[config.mk]
export PLATFORM = sky130hd
export DESIGN_NAME = iw_window
export DESIGN_NICKNAME = d
export VERILOG_FILES = /design/src/rtl/iw_pkg.sv /design/src/rtl/iw_timer.sv /design/src/rtl/iw_cmd_hold.sv /design/src/rtl/iw_regbank.sv /design/src/rtl/iw_window.sv
export SDC_FILE = /design/constraint.sdc
export NUM_CORES = 1
export LEC_CHECK = 0
export ABC_AREA = 1
export BUFFER_PORTS_ARGS = -buffer_cell sky130_fd_sc_hd__buf_2
export CELL_PAD_IN_SITES_DETAIL_PLACEMENT = 2
export CELL_PAD_IN_SITES_GLOBAL_PLACEMENT = 2
export CORE_MARGIN = 2
export CORE_UTILIZATION = 22
export DETAILED_ROUTE_END_ITERATION = 8
export HOLD_SLACK_MARGIN = 0.05
export PLACE_DENSITY = 0.79
export SETUP_SLACK_MARGIN = 0.3
export SYNTH_ARGS = -nofsm -noshare
export SYNTH_HDL_FRONTEND = slang
export SYNTH_SLANG_ARGS = --single-unit
[constraint.sdc]
create_clock -name clk -period 1.4 [get_ports clk]
set_input_delay 0.21 -clock clk [delete_from_list [all_inputs] [get_ports clk]]
set_output_delay 0.21 -clock clk [all_outputs]
set_load 0.01 [all_outputs]
[src/rtl/iw_pkg.sv]
package iw_pkg;
  localparam int WORD_W = 64;
  localparam int GO_BIT = 63;
  localparam int RD_BIT = 56;
  localparam int OP_LSB = 57;
  localparam int IA_LSB = 32;

  localparam logic [3:0] OP_EXT = 4'd6;
  localparam logic [3:0] OP_THP = 4'd4;

  localparam logic [2:0] IA_DATA = 3'd1;
  localparam logic [2:0] IA_CTRL = 3'd2;
  localparam logic [2:0] IA_CLKS = 3'd3;
  localparam logic [2:0] IA_RST  = 3'd7;

  function automatic logic [3:0] iw_op(input logic [WORD_W-1:0] w);
    return w[OP_LSB +: 4];
  endfunction

  function automatic logic [2:0] iw_ia(input logic [WORD_W-1:0] w);
    return w[IA_LSB +: 3];
  endfunction

  // Word as it stands once the access is over: go cleared, read result merged.
  function automatic logic [WORD_W-1:0] iw_retire(input logic [WORD_W-1:0] w,
                                                  input logic [7:0] rv,
                                                  input logic has_rd);
    logic [WORD_W-1:0] o;
    o = w;
    o[GO_BIT] = 1'b0;
    if (has_rd && w[RD_BIT]) o[31:0] = {24'd0, rv};
    return o;
  endfunction
endpackage

[src/rtl/iw_timer.sv]
module iw_timer #(
  parameter int LAT = 2
) (
  input  logic clk,
  input  logic rst_n,
  input  logic start,
  output logic done
);
  localparam int CW = $clog2(LAT + 1);
  logic [CW-1:0] cnt_q;

  always_ff @(posedge clk) begin
    if (!rst_n)               cnt_q <= '0;
    else if (start)           cnt_q <= CW'(LAT);
    else if (cnt_q != '0)     cnt_q <= cnt_q - 1'b1;
  end

  assign done = (cnt_q == CW'(1));
endmodule

[src/rtl/iw_cmd_hold.sv]
module iw_cmd_hold
  import iw_pkg::*;
(
  input  logic              clk,
  input  logic              rst_n,
  input  logic              host_we,
  input  logic [WORD_W-1:0] host_wdata,
  input  logic              done,
  input  logic [7:0]        rd_val,
  input  logic              rd_hit,
  output logic [WORD_W-1:0] cmd_q,
  output logic              start
);
  logic accept;

  assign accept = host_we && !cmd_q[GO_BIT];
  assign start  = accept && host_wdata[GO_BIT];

  always_ff @(posedge clk) begin
    if (!rst_n)      cmd_q <= '0;
    else if (accept) cmd_q <= host_wdata;
    else if (done)   cmd_q <= iw_retire(cmd_q, rd_val, rd_hit);
  end
endmodule

[src/rtl/iw_regbank.sv]
module iw_regbank
  import iw_pkg::*;
#(
  parameter logic [7:0] THP_RST = 8'd24
) (
  input  logic       clk,
  input  logic       rst_n,
  input  logic       done,
  input  logic [3:0] op,
  input  logic       rd,
  input  logic [2:0] ia,
  input  logic [7:0] lo,
  input  logic [7:0] eng_stat_i,
  output logic [7:0] data_q,
  output logic [7:0] ctrl_q,
  output logic [7:0] clkctl_q,
  output logic [7:0] thp_q,
  output logic       eng_rst_q,
  output logic [7:0] rd_val,
  output logic       rd_hit
);
  logic wr_ext, wr_thp;

  assign wr_ext = done && !rd && (op == OP_EXT);
  assign wr_thp = done && !rd && (op == OP_THP);
  assign rd_hit = (op == OP_EXT) || (op == OP_THP);

  always_ff @(posedge clk) begin
    if (!rst_n) begin
      data_q    <= '0;
      ctrl_q    <= '0;
      clkctl_q  <= '0;
      thp_q     <= THP_RST;
      eng_rst_q <= 1'b0;
    end else begin
      eng_rst_q <= wr_ext && (ia == IA_RST);
      if (wr_thp) thp_q <= lo;
      if (wr_ext) begin
        case (ia)
          IA_DATA: data_q   <= lo;
          IA_CTRL: ctrl_q   <= lo;
          IA_CLKS: clkctl_q <= lo;
          default: ;
        endcase
      end
    end
  end

  always_comb begin
    rd_val = 8'd0;
    if (op == OP_THP) rd_val = thp_q;
    else if (op == OP_EXT) begin
      case (ia)
        IA_DATA: rd_val = data_q;
        IA_CTRL: rd_val = ctrl_q;
        IA_CLKS: rd_val = eng_stat_i;
        default: rd_val = 8'd0;
      endcase
    end
  end
endmodule

[src/rtl/iw_window.sv]
module iw_window
  import iw_pkg::*;
#(
  parameter int         ACC_LAT = 2,
  parameter logic [7:0] THP_RST = 8'd24
) (
  input  logic        clk,
  input  logic        rst_n,
  input  logic        host_we,
  input  logic [63:0] host_wdata,
  output logic [63:0] host_rdata,
  output logic        busy,
  input  logic [7:0]  eng_stat_i,
  output logic [7:0]  data_o,
  output logic [7:0]  ctrl_o,
  output logic [7:0]  clkctl_o,
  output logic [7:0]  thp_o,
  output logic        eng_rst_o
);
  logic [WORD_W-1:0] cmd_q;
  logic              acc_start, acc_done;
  logic [7:0]        rd_val;
  logic              rd_hit;

  iw_timer #(.LAT(ACC_LAT)) u_timer (
    .clk(clk), .rst_n(rst_n), .start(acc_start), .done(acc_done)
  );

  iw_cmd_hold u_cmd (
    .clk(clk), .rst_n(rst_n), .host_we(host_we), .host_wdata(host_wdata),
    .done(acc_done), .rd_val(rd_val), .rd_hit(rd_hit),
    .cmd_q(cmd_q), .start(acc_start)
  );

  iw_regbank #(.THP_RST(THP_RST)) u_bank (
    .clk(clk), .rst_n(rst_n), .done(acc_done),
    .op(iw_op(cmd_q)), .rd(cmd_q[RD_BIT]), .ia(iw_ia(cmd_q)), .lo(cmd_q[7:0]),
    .eng_stat_i(eng_stat_i),
    .data_q(data_o), .ctrl_q(ctrl_o), .clkctl_q(clkctl_o), .thp_q(thp_o),
    .eng_rst_q(eng_rst_o), .rd_val(rd_val), .rd_hit(rd_hit)
  );

  assign host_rdata = cmd_q;
  assign busy       = cmd_q[GO_BIT];
endmodule

==> results of run 1 <==
==> layer usage <==
metal	track usage [%]	wire length [µm]	up-vias
met3	4.30	956	33
met4	6.47	571	0
met2	36.4	11800	137
li1	-	-	2204
met5	0	0	-
met1	23.1	8800	2364
==> cell type report <==
type,count,area [µm²]
repair buffers,261,2170
well taps,225,282
clock inverters,3,46.3
multi-input cells,352,2490
flip-flops and latches,99,2060
fillers,1895,9810
repair inverters,4,33.8
clock buffers,13,260
inverters,31,146
==> tightest hold or removal path, delay by kind of cell <==
family	cells	cell delay, ps
AND/OR/NAND/NOR	2	110
buffers and inverters	1	100
==> timing repair <==
| item | CTS | global route |
|---|---|---|
| endpoints found under the setup margin | 113 | 139 |
| buffers inserted | 35 | 21 |
| gates resized for setup | 146 | 269 |
| pin swaps | 37 | 51 |
| gates cloned | 11 | 7 |
==> state kept, by name, indices dropped and copies added (netlist names) <==
| name | flops |
|---|---|
| u_bank.clkctl_q | 8 |
| u_bank.ctrl_q | 8 |
| u_bank.data_q | 8 |
| u_bank.eng_rst_q | 1 |
| u_bank.thp_q | 8 |
| u_cmd.cmd_q | 64 |
| u_timer.cnt_q | 2 |
==> worst max path at each step <==
stage / slack [ps] / from / endpoint / depth (start not counted)
after floorplan: 30 / u_cmd.cmd_q[58]$_SDFFE_PN0P_ / u_bank.ctrl_q[5]$_SDFFE_PN0P_ / 7
after CTS: 7 / u_cmd.cmd_q[58]$_SDFFE_PN0P_ / u_bank.ctrl_q[4]$_SDFFE_PN0P_ / 7
after detailed placement: -100 / u_timer.cnt_q[1]$_SDFFE_PN0P_ / u_bank.clkctl_q[2]$_SDFFE_PN0P_ / 7
final: -190 / u_cmd.cmd_q[57]$_SDFFE_PN0P_ / u_bank.clkctl_q[2]$_SDFFE_PN0P_ / 8
after global routing: -260 / u_cmd.cmd_q[57]$_SDFFE_PN0P_ / u_bank.clkctl_q[2]$_SDFFE_PN0P_ / 8
after global placement: 60 / u_timer.cnt_q[1]$_SDFFE_PN0P_ / u_bank.clkctl_q[4]$_SDFFE_PN0P_ / 7
==> cell families after synthesis <==
group                  synth area share [%]
AOI/OAI and AO/OA                      17.5
and+or+nand+nor                        24.1
buffers and inverters                  7.41
DFF                                    51.0
==> Yosys cell counts, drive strengths merged <==
master    n
nand2   104
dfxtp    99
nor2     74
a21oi    70
o21ai    61
inv      27
nand3    21
clkbuf   20
nand4    17
buf      14
clkinv    4
o211ai    2
nor3      1
nor4      1
o31ai     1
==> power breakdown <==
group          internal, mW  switching (mW)  total, mW
Combinational         0.834           0.959       1.79
Clock                  1.49            1.18       2.67
Sequential             2.96           0.130       3.09
==> impl_metrics.py, run 1 <==
metrics = {
    "critical_path": {
        "worst_r2r_endpoint": "u_bank.clkctl_q[2]$_SDFFE_PN0P_",
        "cp-start-kind": "flop",
        "crit_type": "flop to flop",
        "ff2ff_path_depth": 8,
        "r2r-start": "u_cmd.cmd_q[57]$_SDFFE_PN0P_",
        "crit_path_end_kind": "flop",
        "crit_family": "simple AND/OR/NAND/NOR gates",
        "worstPathCellList": "inv_2, nand2_4, nor3_4, nand2_4, nor2_4, buf_4, o21ai_0, a21oi_1",
        "critical_path_arrival_ps": 1850,
        "cp_num_buf_inv": 2,
        "slowest_stage": "dfxtp_2",
        "critPathMaxFanout": 4,
        "worst-r2r-setup-slack_ps": -190,
        "worstPathRequired_ps": 1660,
        "critPathMaxStageDelay_ps": 330,
        "path_common_cell": "nand2_4",
    },
    "placement": {
        "placedInstanceArea_um2": 5070,
        "post-place-ws_ps": -105,
        "dp_cells": 898,
        "place_congestion": 0.797,
        "port_buffers": 172,
        "hpwl_mm": 11.8,
    },
    "global_route": {
        "grt_pass1_vias": 5085,
        "antenna_found_initial": 1,
        "grt_usage_pct": 20.0,
        "grt_pass1_wl_mm": 28.4,
        "grt_max_degree": 39,
        "grt-ovfl-total": 0,
    },
    "detailed_routing": {
        "drcViolationCount": 0,
        "vias": 4738,
        "ant_nets": 0,
        "wire_per_inst_um": 22.4,
        "routed_wl_mm": 22.1,
        "firstDrtPassIters": 6,
        "viasPerCell": 4.80,
        "drtIter0Drc": 139,
    },
    "layout": {
        "stdcell_count": 988,
        "num_antenna_cells": 0,
        "layout_common_cells": "162 x buf_2, 53 x dfxtp_1, 49 x nand2_1",
        "post-route-util_pct": 43.3,
        "finish.instance_area_um2": 7490,
        "final_common_cell": "buf_2",
        "synthToLayoutAreaGrowth_pct": 92.8,
        "layout-drive-gt1-share_pct": 67.9,
        "nNetsFinal": 833,
    },
    "timing": {
        "max_freq_mhz": 628,
        "fin_tns_setup_ps": -3820,
        "final-hold-violation-count": 0,
        "slew_viol_final": 0,
        "worst_slack_ps": -191,
        "finalSetupViolCount": 52,
        "fin_worst_skew_ps": 13.4,
        "max-slew-margin-rel_pct": 64.9,
        "period_needed_ps": 1590,
        "holdWs_ps": 102,
        "rsz0062_at_grt": "true",
        "period_share_pct": 114,
        "worstMarginPinSlew_ps": 526,
    },
    "power": {
        "power_mw": 7.56,
        "ir_drop_uv": 592,
        "powerDensity_nw_per_um2": 1010,
        "p_leak_nw": 3.49,
    },
    "die": {
        "start_util_pct": 22.4,
        "dieWidth_um": 137,
        "ios": 173,
        "rows": 48,
        "core_area_um2": 17300,
        "fp.dieH_um": 137,
        "die_area_um2": 18700,
    },
    "synth": {
        "syn-num-nets": 591,
        "yosys_warnings": 0,
        "synth-seq-area-share_pct": 51.0,
        "ys_seq_elements": 99,
        "ys_top_cells_by_area": "dfxtp_1 51%, nand2_1 10%, a21oi_1 9.0%",
        "synth_area_leader_cell": "dfxtp_1",
        "post-synth-top-area-fraction_pct": 51.0,
        "netlist_area_um2": 3880,
        "netlist_instances": 516,
        "synth_cell_types": 22,
        "syn_area_per_cell_um2": 7.52,
    },
    "clocking": {
        "cts_max_level": 3,
        "cts_sinks": 99,
        "clk_latency_ps": 360,
        "cts_tree": "built",
        "cts_hold_buf": 0,
        "cts_made_buffers": 9,
        "path_clk_slew_ps": 70,
        "root_buffer": "clkbuf_16",
        "cts_buffer_depth": 2,
    },
    "run_status": {
        "violations": "setup timing",
        "status": "finished, violations left",
    },
    "run": {
        "maxCapViolCount": 0,
    },
    "worst_hold_path": {
        "min_from": "host_wdata[41]",
        "hp-class": "input port to flop",
        "holdPathEnd": "u_cmd.cmd_q[41]$_SDFFE_PN0P_",
        "holdPathStages": 3,
    },
}
(Power assumes the default switching activity.)
==> run 2, diff against run 1 <==
Settings changed: ABC_AREA 1 to not set, CORE_UTILIZATION 22 to 23.
==> impl_metrics.py, run 2 <==
metrics = {
    "power": {
        "ir_drop_uv": 621,
        "p_sw_mw": 1.92,
        "power.share.clock_pct": 37.5,
        "seqPwrFrac_pct": 42.8,
        "share_comb_of_total_power_pct": 19.7,
        "p_leak_nw": 3.18,
        "p_int_mw": 5.05,
        "switching_share_pct": 27.5,
        "powerDensity_nw_per_um2": 960,
    },
    "synth": {
        "post-synth-top-area-fraction_pct": 50.2,
        "ys_top_cells_by_area": "dfxtp_1 50%, nand2_1 12%, a21oi_1 9.0%",
        "synth.most_common_cell": "nand2_1",
        "synth_area_leader_cell": "dfxtp_1",
        "syn-num-nets": 544,
        "yosys_warnings": 0,
        "synth_edf_count": 0,
        "netlist_instances": 469,
        "netlist_area_um2": 3950,
        "synth_flop_cell": "dfxtp_1",
        "synth-seq-area-share_pct": 50.2,
        "async_reset_ff_share_pct": 0,
        "syn_area_per_cell_um2": 8.42,
        "synth_cell_types": 32,
        "synth.top_cells.by_count": "130 x nand2_1, 99 x dfxtp_1, 71 x a21oi_1, 43 x nand3_1, 26 x clkbuf_1",
        "ys_seq_elements": 99,
    },
    "die": {
        "die_area_um2": 18200,
        "rows": 47,
        "ios": 173,
        "fp.dieH_um": 135,
        "start_util_pct": 23.7,
        "core_area_um2": 16700,
        "dieWidth_um": 135,
    },
    "timing": {
        "slew_viol_final": 0,
        "holdWs_ps": 87.3,
        "period_needed_ps": 1800,
        "max_freq_mhz": 556,
        "worstMarginPinSlew_ps": 389,
        "final-hold-violation-count": 0,
        "max-slew-margin-rel_pct": 73.9,
        "period_share_pct": 128,
        "fin_worst_skew_ps": 11.3,
        "finalSetupViolCount": 66,
        "worst_slack_ps": -399,
        "rsz0062_at_grt": "true",
    },
    "layout": {
        "synthToLayoutAreaGrowth_pct": 83.7,
        "layout-drive-gt1-share_pct": 60.4,
        "layout_common_cells": "155 x buf_2, 90 x nand2_1, 56 x dfxtp_1",
        "stdcell_count": 929,
        "top_register": "u_cmd.cmd_q",
        "nNetsFinal": 779,
        "num_antenna_cells": 0,
        "finish.instance_area_um2": 7260,
        "largest_register_ffs": 64,
        "final_common_cell": "buf_2",
        "fillerInstances": 1792,
    },
    "global_route": {
        "grt_usage_pct": 20.7,
        "grt_pass1_vias": 4837,
        "grt-ovfl-total": 0,
        "antenna_found_initial": 0,
        "grt_max_degree": 41,
        "grt_pass1_wl_mm": 28.6,
    },
    "placement": {
        "dp_cells": 849,
        "hpwl_mm": 11.4,
        "port_buffers": 172,
        "placedInstanceArea_um2": 5360,
        "place_congestion": 0.778,
        "post-place-ws_ps": -300,
    },
    "critical_path": {
        "crit_type": "flop to flop",
        "critPathMaxFanout": 7,
        "critical_path_arrival_ps": 2030,
        "worstPathRequired_ps": 1630,
        "ff2ff_path_depth": 5,
        "cp-start-kind": "flop",
        "worst-r2r-setup-slack_ps": -400,
        "crit_path_end_kind": "flop",
    },
    "worst_hold_path": {
        "hp-class": "input port to flop",
        "holdPathStages": 3,
    },
    "detailed_routing": {
        "routed_wl_mm": 20.2,
        "wire_per_inst_um": 21.7,
        "viasPerCell": 4.89,
        "firstDrtPassIters": 4,
        "vias": 4541,
        "drtIter0Drc": 138,
        "drcViolationCount": 0,
        "ant_nets": 0,
    },
    "clocking": {
        "path_clk_slew_ps": 70,
        "cts_sinks": 99,
        "cts_buffer_depth": 2,
        "cts_max_level": 3,
        "cts_made_buffers": 9,
        "cts_tree": "built",
        "root_buffer": "clkbuf_16",
        "clk_latency_ps": 360,
    },
    "run": {
        "maxCapViolCount": 0,
    },
    "run_status": {
        "status": "finished, violations left",
        "violations": "setup timing",
    },
}
==> run 2: metal layers <==
| layer | part of all wire (%) | GRT usage [%] | wire, µm | up-vias |
|---|---|---|---|---|
| met5 | 0 | 0 | 0 | - |
| met4 | 3.1 | 5.73 | 618 | 0 |
| met3 | 6.9 | 5.89 | 1400 | 39 |
| met2 | 50 | 36.1 | 10100 | 161 |
| met1 | 40 | 24.8 | 8050 | 2246 |
| li1 | - | - | - | 2095 |
==> run 2: area by class of cell <==
| class | count | area [µm²] | share of cell area (%) |
|---|---|---|---|
| clock buffers | 11 | 243 | 3.35 |
| clock inverters | 5 | 60.1 | 0.828 |
| inverters | 2 | 7.51 | 0.103 |
| multi-input cells | 326 | 2320 | 32.0 |
| flip-flops and latches | 99 | 2080 | 28.7 |
| well taps | 220 | 275 | 3.79 |
| repair buffers | 266 | 2270 | 31.2 |
==> run 2: power by group through the flow <==
stage	combinational, mW	clock (mW)	sequential [mW]
floorplan	0.366	0	3.11
global placement	0.776	0	3.06
detailed placement	0.815	0	3.07
CTS	1.22	2.69	2.99
global route	1.46	2.82	2.99
finish	1.38	2.61	2.98
==> run 2: final timing paths <==
path                                                      to                    startpoint
worst max-delay path             u_cmd.cmd_q[4]$_SDFFE_PN0P_  u_cmd.cmd_q[60]$_SDFFE_PN0P_
worst min-delay path            u_cmd.cmd_q[60]$_SDFFE_PN0P_                host_wdata[60]
worst max register to register   u_cmd.cmd_q[4]$_SDFFE_PN0P_  u_cmd.cmd_q[60]$_SDFFE_PN0P_
worst min register to register  u_cmd.cmd_q[47]$_SDFFE_PN0P_  u_cmd.cmd_q[47]$_SDFFE_PN0P_
==> run 2: kinds of logic after synthesis <==
| kind of cell | synth area share (%) |
|---|---|
| flip-flops | 50.2 |
| AO/OA/AOI/OAI | 14.6 |
| buffers and inverters | 4.91 |
| multiplexers | 8.36 |
| AND/OR/NAND/NOR | 22.0 |
==> run 2: worst max-delay path: stages (launching register included) <==
cell	delay (ps)
dfxtp_4	350
or3b_4	430
or2_4	280
buf_12	160
a221oi_2	300
a221oi_1	140
==> run 2: timing repair <==
action	CTS	global route
cloned	10	3
pin swaps	46	18
gates resized for setup	157	75
hold buffers	0	0
setup buffers	26	25
setup endpoints to repair	121	131
==> run 2: metrics by stage <==
stage	util [%]	TNS, ps	power, mW
after detailed placement	32.1	-10940	3.89
after global placement	32.1	-8070	3.84
after global routing	43.4	-18660	7.28
after CTS	39.9	-11820	6.90
after floorplan	-	-8250	3.47
final	43.4	-15130	6.97
==> run 3, diff against run 2 <==
Settings changed: CORE_UTILIZATION 23 to 26, PLACE_DENSITY 0.79 to 0.84.
Clock period 1.4 ns to 2 ns, I/O delays scaled along.
==> impl_metrics.py, run 3 (synthesis results as in run 2) <==
metrics = {
    "global_route": {
        "grt-ovfl-total": 0,
        "grt_usage_pct": 18.4,
        "grt_pass1_wl_mm": 23.1,
        "grt_pass1_vias": 4578,
        "grt_max_degree": 73,
        "antenna_found_initial": 1,
    },
    "die": {
        "start_util_pct": 26.3,
        "ios": 173,
        "core_area_um2": 15000,
        "rows": 45,
        "die_area_um2": 16200,
        "fp.dieH_um": 127,
        "dieWidth_um": 127,
    },
    "clocking": {
        "cts_made_buffers": 9,
        "cts_buffer_depth": 2,
        "cts_sinks": 99,
        "cts_max_level": 3,
        "cts_tree": "built",
        "clk_latency_ps": 360,
        "root_buffer": "clkbuf_16",
        "cts_hold_buf": 0,
        "path_clk_slew_ps": 70,
    },
    "timing": {
        "period_needed_ps": 1660,
        "slew_viol_final": 0,
        "final-hold-violation-count": 0,
        "fin_tns_setup_ps": 0,
        "period_share_pct": 82.9,
        "worstMarginPinSlew_ps": 440,
        "max_freq_mhz": 603,
        "fin_worst_skew_ps": 6.48,
        "rsz0062_at_grt": "true",
        "max-slew-margin-rel_pct": 70.6,
        "finalSetupViolCount": 0,
    },
    "critical_path": {
        "critPathMaxFanout": 8,
        "worst-r2r-setup-slack_ps": 340,
        "critical_path_arrival_ps": 1890,
        "worst_r2r_endpoint": "u_cmd.cmd_q[5]$_SDFFE_PN0P_",
        "r2r-start": "u_cmd.cmd_q[57]$_SDFFE_PN0P_",
        "cp-start-kind": "flop",
        "crit_path_end_kind": "flop",
        "worstPathRequired_ps": 2230,
        "crit_type": "flop to flop",
        "ff2ff_path_depth": 5,
    },
    "layout": {
        "top_register": "u_cmd.cmd_q",
        "layout-drive-gt1-share_pct": 36.2,
        "fillerInstances": 1748,
        "largest_register_ffs": 64,
        "finish.instance_area_um2": 5440,
        "final_common_cell": "buf_2",
        "num_antenna_cells": 0,
        "nNetsFinal": 705,
        "synthToLayoutAreaGrowth_pct": 37.8,
        "layout_common_cells": "172 x buf_2, 130 x nand2_1, 97 x dfxtp_1",
    },
    "power": {
        "p_leak_nw": 2.46,
        "power_mw": 4.56,
        "p_int_mw": 3.42,
        "switching_share_pct": 24.9,
        "p_sw_mw": 1.14,
        "share_comb_of_total_power_pct": 11.1,
        "powerDensity_nw_per_um2": 838,
        "seqPwrFrac_pct": 46.3,
        "ir_drop_uv": 433,
        "power.share.clock_pct": 42.7,
    },
    "placement": {
        "placedInstanceArea_um2": 5050,
        "hpwl_mm": 10.8,
        "place_congestion": 0.771,
        "port_buffers": 172,
    },
    "run": {
        "maxCapViolCount": 0,
    },
    "detailed_routing": {
        "drtIter0Drc": 144,
        "firstDrtPassIters": 4,
        "viasPerCell": 4.99,
        "drcViolationCount": 0,
        "vias": 4110,
        "wire_per_inst_um": 18.3,
        "routed_wl_mm": 15.0,
        "ant_nets": 0,
    },
    "worst_hold_path": {
        "min_from": "host_wdata[22]",
        "hp-class": "input port to flop",
        "holdPathEnd": "u_cmd.cmd_q[22]$_SDFFE_PN0P_",
        "holdPathStages": 3,
    },
    "run_status": {
        "status": "finished, final reports clean",
    },
}
run 3: worst max-delay path, cell delays in order, from the launching register on:
cell	delay (ps)
dfxtp_1	360
or3b_4	440
or2_2	390
buf_4	170
nand3_1	90
a221oi_1	80
run 3: power groups by stage:
stage	combinational, mW	clock, mW	sequential [mW]
2_1_floorplan	0.225	0	2.17
3_3_place_gp	0.475	0	2.15
3_5_place_dp	0.504	0	2.16
4_1_cts	0.510	2.01	2.11
5_1_grt	0.561	2.11	2.12
6_report	0.506	1.95	2.11
run 3: final cells by class:
type	instances	area, µm²	share of cell area, %
Inverter	2	7.51	0.138
Clock buffer	12	256	4.71
Sequential cell	99	1980	36.5
Tap cell	188	235	4.32
Clock inverter	4	72.6	1.33
Timing Repair Buffer	190	1060	19.4
Multi-Input combinational cell	328	1830	33.6
run 3: how the worst max path moves through the flow:
stage	from	end	slack, ps	depth (start not counted)
final	u_cmd.cmd_q[57]$_SDFFE_PN0P_	u_cmd.cmd_q[5]$_SDFFE_PN0P_	340	5
after global routing	u_cmd.cmd_q[58]$_SDFFE_PN0P_	u_bank.thp_q[5]$_SDFFE_PN0P_	260	5
after CTS	u_cmd.cmd_q[57]$_SDFFE_PN0P_	u_bank.data_q[4]$_SDFFE_PN0P_	300	5
after detailed placement	u_cmd.cmd_q[57]$_SDFFE_PN0P_	u_cmd.cmd_q[29]$_SDFFE_PN0P_	90	5
after global placement	u_cmd.cmd_q[60]$_SDFFE_PN0P_	u_cmd.cmd_q[22]$_SDFFE_PN0P_	200	5
after floorplan	u_cmd.cmd_q[57]$_SDFFE_PN0P_	u_cmd.cmd_q[0]$_SDFFE_PN0P_	310	6
run 3: metrics by stage:
stage,cells,setup slack (ps),utilization [%],hold slack [ps]
6_report,823,342,36.2,180
2_1_floorplan,469,308,-,428
5_1_grt,823,260,36.2,167
3_3_place_gp,804,200,33.6,439
4_1_cts,820,302,35.9,167
3_5_place_dp,804,94.2,33.6,451
run 3: routing by layer:
layer | share of wire (%) | global-route usage [%] | routed length [µm]
met1 | 39 | 19.2 | 5930
met2 | 52 | 34.2 | 7830
met3 | 7.2 | 6.99 | 1080
met4 | 1.4 | 5.75 | 205
met5 | 0 | 0 | 0
run 3: repair_timing:
| action | in CTS | in global routing |
|---|---|---|
| resized for setup | 5 | 6 |
| endpoints found under the setup margin | 32 | 54 |
| setup buffers | 0 | 1 |
| pin swaps | 0 | 1 |
| gates cloned | 0 | 2 |
